`src/rtl/rtc_cal_pkg.sv`:
```
package rtc_cal_pkg;
   localparam int NF         = 7;
   localparam int ADDR_TRIM  = 7;
   localparam int ADDR_CTRL  = 8;
   localparam int F_HOUR     = 2;
   localparam int F_DOW      = 3;
   localparam int F_DAY      = 4;
   localparam int F_MON      = 5;
   localparam int F_YEAR     = 6;

   // minimum (reset and wrap target) and maximum of each field
   localparam int FIELD_LO  [NF] = '{0, 0, 0, 0, 1, 1, 0};
   localparam int FIELD_MAX [NF] = '{59, 59, 23, 6, 31, 12, 99};
   // field whose carry increments this one; -1 means the gated tick
   localparam int FIELD_SRC [NF] = '{-1, 0, 1, 2, 2, 4, 5};

   typedef struct packed {
      logic lock;
      logic freeze;
      logic hold;
   } rtc_ctrl_t;
endpackage

```
`src/rtl/rtc_field_ctr.sv`:
```
module rtc_field_ctr #(
   parameter int W  = 8,
   parameter int LO = 0
) (
   input  logic         clk,
   input  logic         rst_n,
   input  logic         inc_i,
   input  logic         wr_i,
   input  logic [W-1:0] wdata_i,
   input  logic [W-1:0] max_i,
   output logic [W-1:0] val_o,
   output logic         carry_o
);
   logic [W-1:0] val_q;

   assign carry_o = inc_i && (val_q >= max_i);
   assign val_o   = val_q;

   always_ff @(posedge clk) begin
      if (!rst_n)      val_q <= W'(LO);
      else if (wr_i)   val_q <= wdata_i;
      else if (inc_i)  val_q <= (val_q >= max_i) ? W'(LO) : val_q + 1'b1;
   end

   assert_step_R3: assert property (@(posedge clk) disable iff (!rst_n)
      (inc_i && !wr_i && val_q < max_i) |=> val_q == $past(val_q) + 1'b1);
   assert_wrap_R6: assert property (@(posedge clk) disable iff (!rst_n)
      (inc_i && !wr_i && val_q >= max_i) |=> val_q == W'(LO));
   assert_write_wins_R10: assert property (@(posedge clk) disable iff (!rst_n)
      wr_i |=> val_q == $past(wdata_i));
   assert_idle_R3: assert property (@(posedge clk) disable iff (!rst_n)
      (!inc_i && !wr_i) |=> $stable(val_q));
endmodule

```
`src/rtl/rtc_month_len.sv`:
```
module rtc_month_len #(
   parameter int DW = 8
) (
   input  logic [DW-1:0] month_i,
   input  logic [1:0]    year_lo_i,
   output logic [DW-1:0] last_o
);
   always_comb begin
      case (month_i)
         DW'(2):                         last_o = (year_lo_i == 2'd0) ? DW'(29) : DW'(28);
         DW'(4), DW'(6), DW'(9), DW'(11): last_o = DW'(30);
         default:                        last_o = DW'(31);
      endcase
   end
endmodule

```
`src/rtl/rtc_snapshot.sv`:
```
module rtc_snapshot #(
   parameter int NF = 7,
   parameter int DW = 8
) (
   input  logic                   clk,
   input  logic                   rst_n,
   input  logic                   freeze_i,
   input  logic [NF-1:0][DW-1:0]  live_i,
   output logic [NF-1:0][DW-1:0]  rd_o
);
   logic [NF-1:0][DW-1:0] hold_q;

   // loads every cycle while freeze is low, so the 0->1 edge keeps pre-edge values
   always_ff @(posedge clk) begin
      if (!rst_n)         hold_q <= '0;
      else if (!freeze_i) hold_q <= live_i;
   end

   assign rd_o = freeze_i ? hold_q : live_i;

   assert_frozen_R8: assert property (@(posedge clk) disable iff (!rst_n)
      freeze_i |=> $stable(hold_q));
endmodule

```
`src/rtl/rtc_calendar.sv`:
```
module rtc_calendar
   import rtc_cal_pkg::*;
#(
   parameter int DW = 8,
   parameter int AW = 4
) (
   input  logic          clk,
   input  logic          rst_n,
   input  logic          sec_tick_i,
   input  logic          bus_we_i,
   input  logic [AW-1:0] bus_addr_i,
   input  logic [DW-1:0] bus_wdata_i,
   output logic [DW-1:0] bus_rdata_o
);
   if (DW < 7) begin : g_dw_chk
      $error("rtc_calendar: DW must hold the value 99");
   end
   if ((1 << AW) <= ADDR_CTRL) begin : g_aw_chk
      $error("rtc_calendar: AW too small for the register map");
   end

   rtc_ctrl_t             ctrl_q;
   logic [DW-1:0]         trim_q;
   logic                  tick_go;
   logic [NF-1:0]         inc, carry, fwr;
   logic [NF-1:0][DW-1:0] live, rd;
   logic [DW-1:0]         day_last;

   assign tick_go = sec_tick_i && !ctrl_q.hold;

   always_ff @(posedge clk) begin
      if (!rst_n) begin
         ctrl_q <= '0;
         trim_q <= '0;
      end else if (bus_we_i) begin
         if (bus_addr_i == AW'(ADDR_CTRL))
            ctrl_q <= '{lock: bus_wdata_i[2], freeze: bus_wdata_i[1], hold: bus_wdata_i[0]};
         else if (bus_addr_i == AW'(ADDR_TRIM) && !ctrl_q.lock)
            trim_q <= bus_wdata_i;
      end
   end

   rtc_month_len #(.DW(DW)) u_mlen (
      .month_i   (live[F_MON]),
      .year_lo_i (live[F_YEAR][1:0]),
      .last_o    (day_last)
   );

   for (genvar g = 0; g < NF; g++) begin : g_field
      logic [DW-1:0] max_v;
      if (FIELD_SRC[g] < 0) begin : g_src_tick
         assign inc[g] = tick_go;
      end else begin : g_src_carry
         assign inc[g] = carry[FIELD_SRC[g]];
      end
      if (g == F_DAY) begin : g_max_dyn
         assign max_v = day_last;
      end else begin : g_max_fix
         assign max_v = DW'(FIELD_MAX[g]);
      end
      assign fwr[g] = bus_we_i && !ctrl_q.lock && (bus_addr_i == AW'(g));

      rtc_field_ctr #(.W(DW), .LO(FIELD_LO[g])) u_ctr (
         .clk     (clk),
         .rst_n   (rst_n),
         .inc_i   (inc[g]),
         .wr_i    (fwr[g]),
         .wdata_i (bus_wdata_i),
         .max_i   (max_v),
         .val_o   (live[g]),
         .carry_o (carry[g])
      );
   end

   rtc_snapshot #(.NF(NF), .DW(DW)) u_snap (
      .clk      (clk),
      .rst_n    (rst_n),
      .freeze_i (ctrl_q.freeze),
      .live_i   (live),
      .rd_o     (rd)
   );

   always_comb begin
      bus_rdata_o = '0;
      for (int i = 0; i < NF; i++)
         if (bus_addr_i == AW'(i)) bus_rdata_o = rd[i];
      if (bus_addr_i == AW'(ADDR_TRIM)) bus_rdata_o = trim_q;
      if (bus_addr_i == AW'(ADDR_CTRL)) bus_rdata_o = DW'(ctrl_q);
   end

   assert_lock_trim_R7: assert property (@(posedge clk) disable iff (!rst_n)
      (ctrl_q.lock && bus_we_i && bus_addr_i == AW'(ADDR_TRIM)) |=> $stable(trim_q));
   assert_hold_sec_R3: assert property (@(posedge clk) disable iff (!rst_n)
      (ctrl_q.hold && !fwr[0]) |=> $stable(live[0]));
   assert_dow_wrap_R4: assert property (@(posedge clk) disable iff (!rst_n)
      (carry[F_DOW] && !fwr[F_DOW]) |=> live[F_DOW] == '0);
   assert_year_wrap_R5: assert property (@(posedge clk) disable iff (!rst_n)
      (carry[F_YEAR] && !fwr[F_YEAR]) |=> live[F_YEAR] == '0);
   assert_hour_fanout_R4: assert property (@(posedge clk) disable iff (!rst_n)
      carry[F_HOUR] |-> (inc[F_DOW] && inc[F_DAY]));
endmodule

```
`config.mk`:
```
export PLATFORM = sky130hd
export DESIGN_NAME = rtc_calendar
export DESIGN_NICKNAME = d
export VERILOG_FILES = /design/src/rtl/rtc_cal_pkg.sv /design/src/rtl/rtc_field_ctr.sv /design/src/rtl/rtc_month_len.sv /design/src/rtl/rtc_snapshot.sv /design/src/rtl/rtc_calendar.sv
export SDC_FILE = /design/constraint.sdc
export NUM_CORES = 1
export LEC_CHECK = 0
export BUFFER_PORTS_ARGS = -buffer_cell sky130_fd_sc_hd__buf_2
export CORE_MARGIN = 2
export CORE_UTILIZATION = 63
export CTS_CLUSTER_DIAMETER = 100
export DETAILED_ROUTE_END_ITERATION = 8
export GPL_TIMING_DRIVEN = 0
export HOLD_SLACK_MARGIN = 0.08
export PLACE_DENSITY = 0.8
export SETUP_SLACK_MARGIN = 0.1
export SLEW_MARGIN = 15
export SYNTH_ARGS = -nofsm -noshare
export SYNTH_HDL_FRONTEND = slang
export SYNTH_HIERARCHICAL = 1
export SYNTH_SLANG_ARGS = --single-unit
export TNS_END_PERCENT = 50
```
`constraint.sdc`:
```
create_clock -name clk -period 7.1 [get_ports clk]
set_clock_uncertainty 0.15 [all_clocks]
set_input_delay 0 -clock clk [delete_from_list [all_inputs] [get_ports clk]]
set_output_delay 0 -clock clk [all_outputs]
set_load 0.02 [all_outputs]
```
* Yosys cells after proc, flatten, opt, wreduce, memory -nomap -nowiden
Index checks and enable logic that the tools add are counted.
** Storage, ports and cells
- Register bits :: 123
- Output and inout port bits :: 8
- Logic and storage cells :: 108
** Operators by class
- Add/sub/neg operators :: 7
- Magnitude comparators :: 7
- Equal/unequal tests :: 13
- Multiplexer cells :: 33
- Bitwise gates (word level) :: 1
- Reductions and logical operators :: 29
** Operators with widths (number)
- 8-bit 2-to-1 mux :: 30
- 8-bit by 1-bit adder with 8-bit output (second input constant) :: 7
- 56-bit 2-to-1 mux :: 1
- 4-bit by 3-bit equality test with 1-bit output (second input constant) :: 4
- 8-bit by 3-bit equality test with 1-bit output (second input constant) :: 2
- 8-bit by 4-bit equality test with 1-bit output (second input constant) :: 2
- 8-bit by 6-bit >= comparator with 1-bit output (second input constant) :: 2
- 8-bit case mux with 2 select lines :: 1
- 1-bit logical AND :: 15
- 2-bit nonzero test :: 7
- 4-bit by 2-bit equality test with 1-bit output (second input constant) :: 2
- 8-bit by 2-bit equality test with 1-bit output (second input constant) :: 1
- 8-bit by 3-bit >= comparator with 1-bit output (second input constant) :: 1
- 8-bit by 4-bit >= comparator with 1-bit output (second input constant) :: 1
- 8-bit by 5-bit >= comparator with 1-bit output (second input constant) :: 1
- 8-bit by 7-bit >= comparator with 1-bit output (second input constant) :: 1
- 8-bit >= comparator :: 1
- 4-bit by 1-bit equality test with 1-bit output (second input constant) :: 1
- 4-bit equality test (second input constant) :: 1
- 4-bit zero test :: 1
- 4-bit OR reduction :: 1
- 3-bit AND reduction :: 1
- 1-bit zero test :: 2
- 2-bit zero test :: 1
- 3 further kinds :: 3

* Logic depth before layout (Yosys ltp)
Gate-level depths: netlist of run 1.
- Word-level depth :: 10
- Mapped depth :: 19
- Gate-level depth less buffers :: 16

* Hierarchy
Netlist of run 1, hierarchy kept.
** Modules (own cells, without submodules)
- rtc_field_ctr (g_field[0].u_ctr ...) :: times used 5, cells an instance 90, area an instance 721.9 sq um, sequential area each 160.2 sq um
- rtc_snapshot :: times used 1, cells an instance 180, area an instance 2336.0 sq um, sequential area each 1121.1 sq um
- rtc_field_ctr (g_field[4].u_ctr ...) :: times used 2, cells an instance 88, area an instance 718.2 sq um, sequential area each 160.2 sq um
- rtc_calendar :: times used 1, cells an instance 153, area an instance 1226.2 sq um, sequential area each 220.2 sq um
- rtc_month_len :: times used 1, cells an instance 16, area an instance 105.1 sq um, sequential area each 0.0 sq um

* Worst setup path before layout of run 1
Ideal clock, no wire load.
- Path type :: register -> register
- From :: reg g_field[0].u_ctr.val_q[7]
- To :: reg g_field[6].u_ctr.val_q[6]
- Setup time :: 0.085 ns
- Data arrival time :: 3.732 ns
- Data required time :: 6.865 ns
- Path slack :: 3.133 ns
- Cell stages (with the launch flop) :: 18
- Path buffers :: 3
- Clock period less this slack :: 3.967 ns
- Cell sequence :: dfxtp_1 ha_1 nand4_1 o31ai_1 and2_1 clkbuf_1 and2_1 clkbuf_1 and2_1 inv_1 a21oi_1 inv_1 a21oi_1 clkbuf_1 inv_1 a2111oi_2 o31ai_2 o31ai_2
** On the way
- Word-level cells in the longest chain between the ends :: 7
** RTL lines
- from (decl) :: line rtc_field_ctr.sv:14 : logic [W-1:0] val_q;
- from (signal assigned) :: line rtc_field_ctr.sv:20 : if (!rst_n) val_q <= W'(LO);
- from (signal assigned) :: line rtc_field_ctr.sv:21 : else if (wr_i) val_q <= wdata_i;
- from (signal assigned) :: line rtc_field_ctr.sv:22 : else if (inc_i) val_q <= (val_q >= max_i) ? W'(LO) : val_q + 1'b1;
- 8-bit by 6-bit >= comparator with 1-bit output :: line rtc_field_ctr.sv:16 : assign carry_o = inc_i && (val_q >= max_i);
- 1-bit logical AND :: line rtc_field_ctr.sv:16
- via carry[0] :: line rtc_calendar.sv:25 : logic [NF-1:0] inc, carry, fwr;
- 1-bit logical AND :: line rtc_field_ctr.sv:16
- via carry[1] :: line rtc_calendar.sv:25
- 1-bit logical AND :: line rtc_field_ctr.sv:16
- via carry[2] :: line rtc_calendar.sv:25
- 1-bit logical AND :: line rtc_field_ctr.sv:16
- via carry[4] :: line rtc_calendar.sv:25
- 1-bit logical AND :: line rtc_field_ctr.sv:16
- via carry[5] :: line rtc_calendar.sv:25
- 2-bit nonzero test (no line)
- to (signal assigned) :: line rtc_field_ctr.sv:20
- to (signal assigned) :: line rtc_field_ctr.sv:21
- to (signal assigned) :: line rtc_field_ctr.sv:22
- to (decl) :: line rtc_field_ctr.sv:14
The timed path passes the listed nets, and every way through them passes these cells.
A chain may end at the register's enable or synchronous reset.

* Worst setup path after layout of run 1
- From :: reg g_field[0].u_ctr.val_q[0]
- To :: reg g_field[6].u_ctr.val_q[6]
Same word-level chain as after synthesis.

==> impl_results.md, run 1 <==
* Status: finished clean
* I/O Buffers at 23
* RD Place Congestion at 0.988
* Vias/cell at 5.93
* Total die area at about 15000 sq um
* Layout cells sized above 1 at between 10% and 20%
* Post-Route WL at between 20000 and 25000 um
* Mapped Avg Cell Area at 8.94 sq um
* Die boundary height at about 120 um
* Initial Util at around 65%
* Post-layout util at 75.0%
* Post-cts resize count at 0
* Core area at 13300 sq um
* Placed cells at about 1200
* Crit Path Max Fanout at 8
* Slew HR at a little under a third
* Vias in the first global route at around 7200
* Critical Path RT at 7.29 ns
* Setup CP Type: register to register
* CTS Sinks at ~120
* Critical Path End Type: register
* CP arrival at between 5 and 6 ns
* TritonCTS Buffers at 17
* Reg2Reg Launch Point: g_field[0].u_ctr/val_o[0]
* Worst slew pin tran at roughly 1.0 ns
* Most frequent cells in the layout: dfxtp_1, inv_1, a21oi_1
* Synth Warn # at 6
* Design Area, Final at about 10000 sq um
* Fin. Hold Viols at 0
* Final net count at between 1000 and 1500
* Crit path time final at about 5.5 ns
* Final Instance Count excl. Fillers at 1266
* 1st-iter DRT viols at 785
* Pwr/cell area at 186 nW/um^2
* Max-cap violations at 0
* H-tree depth at 4
* First-pass GRT wire length at about 36000 um
* Period utilisation layout at a little under 80%
* Die X at 122 um
* HPWL Detailed at 15400 um
* Cell Area, Placed at 9220 sq um
* Fillcell total at 1016
* Per-cell routed wire length at about 18 um
* Area growth syn-to-layout at 15.0%
* GRT Total Usage at 31.8%
* Largest net degree at the start of global routing at 50
* Total gr overflow at 0
* Max Freq at 181 MHz
* Num rows at 42
* Worst VDD drop at approximately 0.17 mV
* Critical path startpoint category: register
* RSZ-0062 raised after global routing: no
* Post-route ant nets at 0
* Initial antenna violation count at 0
* Drt first pass iters at 5
* CTS clk-pin slew, worst paths at around 0.050 ns
* Slew Limit Fails at 0
* Hold Crit Start: bus_addr_i[1]
* Worst skew pair latency at around 0.42 ns
* Ant diodes at 0
* Setup TNS at 0 ns
* Commonest non-fill, non-tap cell in the layout: dfxtp_1
* Crit. Startpoint: g_field[0].u_ctr/val_o[0]
* Root buffer cell: clkbuf_16
* Leak Pwr at 0.00421 uW
* Clock tree buffer depth at 2
* Hold WC Path Type: primary input to register
* DRC violations left at 0
* TritonCTS clock tree: done
* Synth Instances at 973
* Hold Slack at about 0.09 ns
* Ports at 24
* Final setup vio count at 0
* Via Count at about 7500
* Mapped Area at 8700 sq um
[routing by layer]
layer / global-route usage, % / vias up / share of wire [%]
li1: - / 3662 / -
met1: 41.1 / 3485 / 43
met2: 49.5 / 291 / 45
met3: 8.46 / 68 / 7.3
met4: 15.1 / 0 / 4.2
met5: 0 / - / 0
[stage by stage]
stage | power [uW] | setup slack (ns)
floorplan | 853 | 3.15
global placement | 903 | 1.79
detailed placement | 906 | 1.80
CTS | 1860 | 1.74
global route | 1910 | 1.27
finish | 1860 | 1.56
[power by group]
group	internal [uW]	switching, uW
combinational	74.3	113
sequential	702	13.3
clock	650	305
[worst max-delay path, cell delays in order, from the launching register on]
cell and delay [ns]:
dfxtp_1 0.41, inv_1 0.09, ha_1 0.27, nand2b_1 0.11, a2111oi_2 0.08, o31ai_1 0.31
and2_1 0.19, clkbuf_1 0.31, and2_1 0.21, clkbuf_1 0.30, and2_1 0.44, inv_1 0.25
a21oi_1 0.42, inv_1 0.25, a21oi_1 0.38, clkbuf_1 0.34, inv_1 0.18, a2111oi_2 0.28
o31ai_2 0.24, o31ai_2 0.25
[final cells by class]
type | instances | area (sq um) | share of cell area [%]
clock buffer | 25 | 526 | 5.25
buffer | 56 | 289 | 2.89
tap | 176 | 220 | 2.20
timing repair buffer | 36 | 245 | 2.45
sequential | 123 | 2460 | 24.6
multi-input combinational | 746 | 5770 | 57.6
inverter | 98 | 368 | 3.68
clock inverter | 6 | 130 | 1.30
[registers in the layout, indices dropped and copies added (netlist names)]
signal	cells
ctrl_q	3
trim_q	8
u_snap/hold_q	56
g_field.u_ctr/val_o	56
[path summary, 6_finish.rpt]
check | cells after the start | slack [ns] | end
worst max-delay path | 19 | 1.56 | g_field[6].u_ctr/val_o[6]
worst min-delay path | 5 | 0.09 | trim_q[2]
worst max register to register | 19 | 1.56 | g_field[6].u_ctr/val_o[6]
worst min register to register | 2 | 0.38 | trim_q[6]
[repair_timing]
item                      in CTS  in global routing
hold endpoints to repair      67                  0
hold buffers                  13                  0
buffers inserted               0                  0
Power figures use the tool's default switching activity.
==> run 2: changes to the inputs <==
Clock period 7.1 ns to 5.7 ns, I/O delays scaled along.
==> run 2 against run 1 <==
First-iteration DRC count fell by 0.25%. Final area barely moved. Routed wire length rose by 0.11%. Worst hold slack got worse by 0.0013 ns. Critical path depth did not move. Fmax rose by 7.0%. Final cell count did not move. Highest routed layer unchanged.
==> impl_results.md, run 2 (synthesized netlist as in run 1, its figures left out) <==
* Status: finished clean (unchanged)
* Initial Util at 65.2% (unchanged)
* Layout cells sized above 1 at 16.0% (was 15.8%)
* Crit path time final at 5.17 ns (was 5.54 ns)
* Met3 Track Usage GR at 8.46% (unchanged)
* Setup CP Type: register to register (unchanged)
* Total gr overflow at 0 (unchanged)
* Most frequent cells in the layout: dfxtp_1, inv_1, a21oi_1 (unchanged)
* GRT Total Usage at 31.8% (unchanged)
* Root buffer cell: clkbuf_16 (unchanged)
* CP max stage cell: dfxtp_1 (was and2_1)
* DRC violations left at 0 (unchanged)
* First-pass GRT wire length at 36400 um (unchanged)
* Ant diodes at 0 (unchanged)
* Post-Route WL at 22400 um (was 22300 um)
* 1st-iter DRT viols at 783 (was 785)
* CTS clk-pin slew, worst paths at 0.05 ns (about the same)
* TritonCTS clock tree: done (unchanged)
* Hold WC Path Type: primary input to register (unchanged)
* Design Area, Final at 10000 sq um (about the same)
* Critical path's largest stage delay at 0.41 ns (was 0.44 ns)
* R2r worst-path depth at 19 (unchanged)
* Drt first pass iters at 5 (unchanged)
* Slew HR at 30.4% (was 30.7%)
* Internal reg-to-reg setup slack at 0.53 ns (was 1.56 ns)
* Ports at 24 (unchanged)
* Die boundary height at 122 um (unchanged)
* Critical Path RT at 5.89 ns (was 7.29 ns)
* Initial antenna violation count at 0 (unchanged)
* Area growth syn-to-layout at 15.1% (was 15.0%)
* Commonest non-fill, non-tap cell in the layout: dfxtp_1 (unchanged)
* Critical path startpoint category: register (unchanged)
* Vias in the first global route at 7215 (unchanged)
* HPWL Detailed at 15400 um (unchanged)
* R2r endpoint: g_field[6].u_ctr/val_o[6] (unchanged)
* Worst VDD drop at 0.212 mV (was 0.169 mV)
* Critical Path End Type: register (unchanged)
* Max Freq at 193 MHz (was 181 MHz)
* Cell chain of the critical path: inv_1 -> ha_1 -> nand2b_1 -> a2111oi_2 -> o31ai_1 -> and2_1 -> clkbuf_1 -> and2_1 -> clkbuf_1 -> and2_2 -> inv_1 -> a21oi_2 -> inv_1 -> a21oi_1 -> clkbuf_1 -> inv_1 -> a2111oi_2 -> o31ai_2 -> o31ai_2 (was inv_1 -> ha_1 -> nand2b_1 -> a2111oi_2 -> o31ai_1 -> and2_1 -> clkbuf_1 -> and2_1 -> clkbuf_1 -> and2_1 -> inv_1 -> a21oi_1 -> inv_1 -> a21oi_1 -> clkbuf_1 -> inv_1 -> a2111oi_2 -> o31ai_2 -> o31ai_2)
* Leak Pwr at 0.00421 uW (about the same)
* CTS Sinks at 123 (unchanged)
* Num rows at 42 (unchanged)
* Slew Limit Fails at 0 (unchanged)
* Final net count at 1157 (unchanged)
* Vias/cell at 5.92 (was 5.93)
* Clock tree buffer depth at 2 (unchanged)
* Core area at 13300 sq um (unchanged)
* TritonCTS Buffers at 17 (unchanged)
* Postcts setup bufs at 0 (unchanged)
* Crit Path Max Fanout at 8 (unchanged)
* Largest net degree at the start of global routing at 50 (unchanged)
* RSZ-0062 raised after global routing: no (unchanged)
* RD Place Congestion at 0.988 (unchanged)
* Period utilisation layout at 90.8% (was 78.0%)
* Pwr/cell area at 231 nW/um^2 (was 186 nW/um^2)
* Hold endpoint: trim_q[2] (unchanged)
* Post-route ant nets at 0 (unchanged)
* Per-cell routed wire length at 17.7 um (about the same)
* Total die area at 14800 sq um (unchanged)
* Max-cap violations at 0 (unchanged)
* GR met1 Demand/Resource at 41.1% (unchanged)
* Die X at 122 um (unchanged)
* Cell Area, Placed at 9220 sq um (unchanged)
* Final setup vio count at 0 (unchanged)
* Worst skew pair latency at 0.42 ns (about the same)
* H-tree depth at 4 (unchanged)
* I/O Buffers at 23 (unchanged)
* Top Usage Layer GRT: met2 (unchanged)
* Worst Hold Depth at 5 (unchanged)
* Reg2Reg Launch Point: g_field[0].u_ctr/val_o[0] (unchanged)
* Most common cell on crit path: inv_1 (unchanged)
* CP arrival at 5.36 ns (was 5.72 ns)
* Hold Crit Start: bus_addr_i[1] (unchanged)
* GRT met2 Usage at 49.5% (unchanged)
* Via Count at 7491 (was 7506)
* Setup TNS at 0 ns (unchanged)
* Fin. Hold Viols at 0 (unchanged)
* Worst slew pin tran at 1.04 ns (about the same)
[run 2: metrics by stage]
step           total power [uW]  util, %  worst slack (ns)  hold slack (ns)  std cells
2_1_floorplan              1060        -              1.75         -0.00545       1023
3_3_place_gp               1120     69.1             0.394            0.183       1222
3_5_place_dp               1130     69.1             0.404            0.190       1222
4_1_cts                    2310     75.0             0.345           0.0807       1266
5_1_grt                    2380     75.0             0.197            0.124       1266
6_report                   2310     75.0             0.526           0.0907       1266
[run 2: critical path: cells and delay by family (launching register included)]
kind / cells / cell delay, ns
and+or+nand+nor: 4 / 0.86
DFF: 1 / 0.41
adders and majority gates: 1 / 0.27
AOI/OAI and AO/OA: 7 / 1.78
buffers and inverters: 7 / 1.63
[run 2: metal layers]
metal	vias to the layer above	share of wire, %	wire (um)
li1	3660	-	-
met1	3486	43	9540
met2	279	46	10300
met3	66	7.3	1640
met4	0	4.2	929
met5	-	0	0
[run 2: report_power, final]
part	switching [uW]	internal, uW
sequential	16.5	875
combinational	141	92.6
clock	380	809
total	537	1780
[run 2: cell type report]
cell class	count	area, sq um
Multi-Input combinational cell	746	5770
Fill cell	1017	3330
Sequential cell	123	2460
Clock buffer	25	526
Inverter	98	368
Buffer	56	289
Timing Repair Buffer	36	245
Tap cell	176	220
Clock inverter	6	130
[run 2: worst max path at each step]
stage	start	to
CTS	g_field[0].u_ctr/val_o[0]	g_field[6].u_ctr/val_o[6]
finish	g_field[0].u_ctr/val_o[0]	g_field[6].u_ctr/val_o[6]
detailed placement	g_field[0].u_ctr/val_o[7]	g_field[6].u_ctr/val_o[7]
global route	g_field[0].u_ctr/val_o[0]	g_field[6].u_ctr/val_o[6]
floorplan	g_field[0].u_ctr/val_o[7]	g_field[6].u_ctr/val_o[6]
global placement	g_field[0].u_ctr/val_o[7]	g_field[6].u_ctr/val_o[7]
[run 2: repair_timing]
item,4_1_cts,5_1_grt
setup endpoints to repair,0,8
resized for setup,0,2
hold buffers,13,0
endpoints found under the hold margin,67,0
==> run 3: changes to the inputs <==
Settings changed: CORE_ASPECT_RATIO from default to 1.5.
==> run 3 against run 2 <==
Flip-flop and latch count unchanged. Fmax rose by 0.23%. Final cell count is 1.1% lower. Setup slack better by 0.012 ns. Clock power is essentially flat. Via count up 2.0%. First-iteration DRC count down 30%. Total power increased by 0.17%. Non-clock buffer count shrank 1. Final area is 0.36% lower. Clock-buffer cell count fell by 5. Worst hold slack improved by 0.0054 ns. Critical path type unchanged. Largest power group unchanged.
==> impl_results.md, run 3 (synthesized netlist as in run 1, its figures left out) <==
* Critical Path RT at 5.90 ns (was 5.89 ns)
* Worst skew pair latency at 0.43 ns (was 0.42 ns)
* H-tree depth at 4 (unchanged)
* Leak Pwr at 0.00420 uW (was 0.00421 uW)
* TritonCTS clock tree: done (unchanged)
* Worst VDD drop at 0.226 mV (was 0.212 mV)
* Commonest non-fill, non-tap cell in the layout: dfxtp_1 (unchanged)
* Pwr/cell area at 232 nW/um^2 (was 231 nW/um^2)
* GRT Total Usage at 32.2% (was 31.8%)
* Ports at 24 (unchanged)
* Slew Limit Fails at 0 (unchanged)
* R2r endpoint: g_field[6].u_ctr/val_o[7] (was g_field[6].u_ctr/val_o[6])
* RD Place Congestion at 0.973 (was 0.988)
* Register Area at 2460 sq um (unchanged)
* Final worst setup slack at 0.538 ns (was 0.526 ns)
* Cell chain of the critical path: ha_1 -> nand4_1 -> o31ai_1 -> and2_1 -> clkbuf_1 -> and2_1 -> clkbuf_1 -> and2_1 -> inv_1 -> a21oi_1 -> inv_1 -> a21oi_1 -> clkbuf_1 -> inv_1 -> a2111oi_2 -> o31ai_2 -> o31ai_2 (was inv_1 -> ha_1 -> nand2b_1 -> a2111oi_2 -> o31ai_1 -> and2_1 -> clkbuf_1 -> and2_1 -> clkbuf_1 -> and2_2 -> inv_1 -> a21oi_2 -> inv_1 -> a21oi_1 -> clkbuf_1 -> inv_1 -> a2111oi_2 -> o31ai_2 -> o31ai_2)
* Fillcell total at 1050 (was 1017)
* CP arrival at 5.36 ns (about the same)
* Post-Route WL at 23200 um (was 22400 um)
* TritonCTS Buffers at 17 (unchanged)
* Root buffer cell: clkbuf_16 (unchanged)
* Max Freq at 194 MHz (was 193 MHz)
* Die boundary height at 148 um (was 122 um)
* I/O Buffers at 23 (unchanged)
* Buffers & Inverters on Critical Path at 6 (was 7)
* CP top delay family: compound AO/OA/AOI/OAI gates (unchanged)
* Post-route ant nets at 0 (unchanged)
* Reg2Reg Launch Point: g_field[0].u_ctr/val_o[7] (was g_field[0].u_ctr/val_o[0])
* Period utilisation layout at 90.6% (was 90.8%)
* CTS Sinks at 123 (unchanged)
* Area growth syn-to-layout at 14.7% (was 15.1%)
* CTS clk-pin slew, worst paths at 0.06 ns (was 0.05 ns)
* Worst slew pin tran at 1.05 ns (was 1.04 ns)
* Post-cts resize count at 0 (unchanged)
* Setup TNS at 0 ns (unchanged)
* Final setup vio count at 0 (unchanged)
* Clock tree buffer depth at 2 (unchanged)
* Multi-input gate area at 5770 sq um (about the same)
* RSZ-0062 raised after global routing: no (unchanged)
* Die X at 100 um (was 122 um)
* HPWL Detailed at 16100 um (was 15400 um)
* Setup CP Type: register to register (unchanged)
* Postcts setup bufs at 0 (unchanged)
* Hold WC Path Type: primary input to register (unchanged)
* Slew HR at 30.2% (was 30.4%)
* Core area at 13500 sq um (was 13300 sq um)
* Total die area at 14800 sq um (about the same)
* Max-cap violations at 0 (unchanged)
* Initial Util at 64.6% (was 65.2%)
* Layout cells sized above 1 at 16.0% (unchanged)
* Hold endpoint: trim_q[3] (was trim_q[2])
* Final net count at 1156 (was 1157)
* Fin. Hold Viols at 0 (unchanged)
* Status: finished clean (unchanged)
* Vias/cell at 6.10 (was 5.92)
* Internal reg-to-reg setup slack at 0.54 ns (was 0.53 ns)
* Crit Path Max Fanout at 8 (unchanged)
* Via Count at 7643 (was 7491)
* Largest net degree at the start of global routing at 50 (unchanged)
* CP max stage cell: a21oi_1 (was dfxtp_1)
* DRC violations left at 0 (unchanged)
* Crit path time final at 5.16 ns (was 5.17 ns)
* Critical path's largest stage delay at 0.41 ns (about the same)
* Num rows at 52 (was 42)
* Critical Path End Type: register (unchanged)
* Most frequent cells in the layout: dfxtp_1, inv_1, a21oi_1 (unchanged)
* Post-CTS Hold Buffers at 12 (was 13)
* Vias in the first global route at 7320 (was 7215)
* Drt first pass iters at 5 (unchanged)
* Per-cell routed wire length at 18.5 um (was 17.7 um)
* Ant diodes at 0 (unchanged)
* Placement Setup Slack at 0.599 ns (was 0.404 ns)
* Critical path startpoint category: register (unchanged)
* Cell Area, Placed at 9210 sq um (was 9220 sq um)
* Total gr overflow at 0 (unchanged)
* Hold Crit Start: bus_addr_i[3] (was bus_addr_i[1])
* 1st-iter DRT viols at 547 (was 783)
* Worst Hold Depth at 5 (unchanged)
* First-pass GRT wire length at 37100 um (was 36400 um)
* R2r worst-path depth at 17 (was 19)
* Design Area, Final at 9980 sq um (was 10000 sq um)
* Initial antenna violation count at 0 (unchanged)
-- run 3: routing by layer --
metal / global-route usage [%] / part of all wire [%] / vias to the layer above
met5: 0 / 0 / -
met4: 14.8 / 5.1 / 0
met3: 5.06 / 6.9 / 77
met2: 56.7 / 50 / 305
met1: 37.9 / 38 / 3596
li1: - / - / 3665
-- run 3: worst min-delay path, stage by stage --
cell	delay (ns)
buf_2	0.11
nand3b_4	0.20
nor3_4	0.11
mux2i_1	0.15
nor2b_1	0.06
-- run 3: cell type report --
cell class,count,area share (%)
repair buffers,35,2.36
flip-flops and latches,123,24.7
multi-input cells,746,57.8
clock inverters,12,1.86
plain buffers,56,2.90
well taps,162,2.03
clock buffers,20,4.68
inverters,98,3.69
-- run 3: worst max path at each step --
stage	from	slack, ns	end	depth (start not counted)
after floorplan	g_field[0].u_ctr/val_o[7]	1.75	g_field[6].u_ctr/val_o[6]	17
after global placement	g_field[0].u_ctr/val_o[0]	0.62	g_field[6].u_ctr/val_o[7]	19
after detailed placement	g_field[0].u_ctr/val_o[0]	0.60	g_field[6].u_ctr/val_o[7]	19
after CTS	g_field[0].u_ctr/val_o[0]	0.57	g_field[6].u_ctr/val_o[7]	19
after global routing	g_field[0].u_ctr/val_o[0]	0.12	g_field[6].u_ctr/val_o[6]	19
final	g_field[0].u_ctr/val_o[7]	0.54	g_field[6].u_ctr/val_o[7]	17
-- run 3: power by group --
| group | switching [uW] | internal, uW | leakage (uW) | total (uW) |
|---|---|---|---|---|
| clock network | 418 | 772 | 0.000318 | 1190 |
| registers | 16.1 | 874 | 0.000994 | 890 |
| logic | 144 | 92.9 | 0.00288 | 237 |
| total | 579 | 1740 | 0.00420 | 2320 |
-- run 3: stage by stage --
stage	cells	util, %	power, uW	hold WS [ns]
after floorplan	1023	-	1060	-0.00545
after global placement	1208	68.4	1130	0.207
after detailed placement	1208	68.4	1130	0.220
after CTS	1252	74.1	2320	0.0801
after global routing	1252	74.1	2390	0.119
final	1252	74.1	2320	0.0961
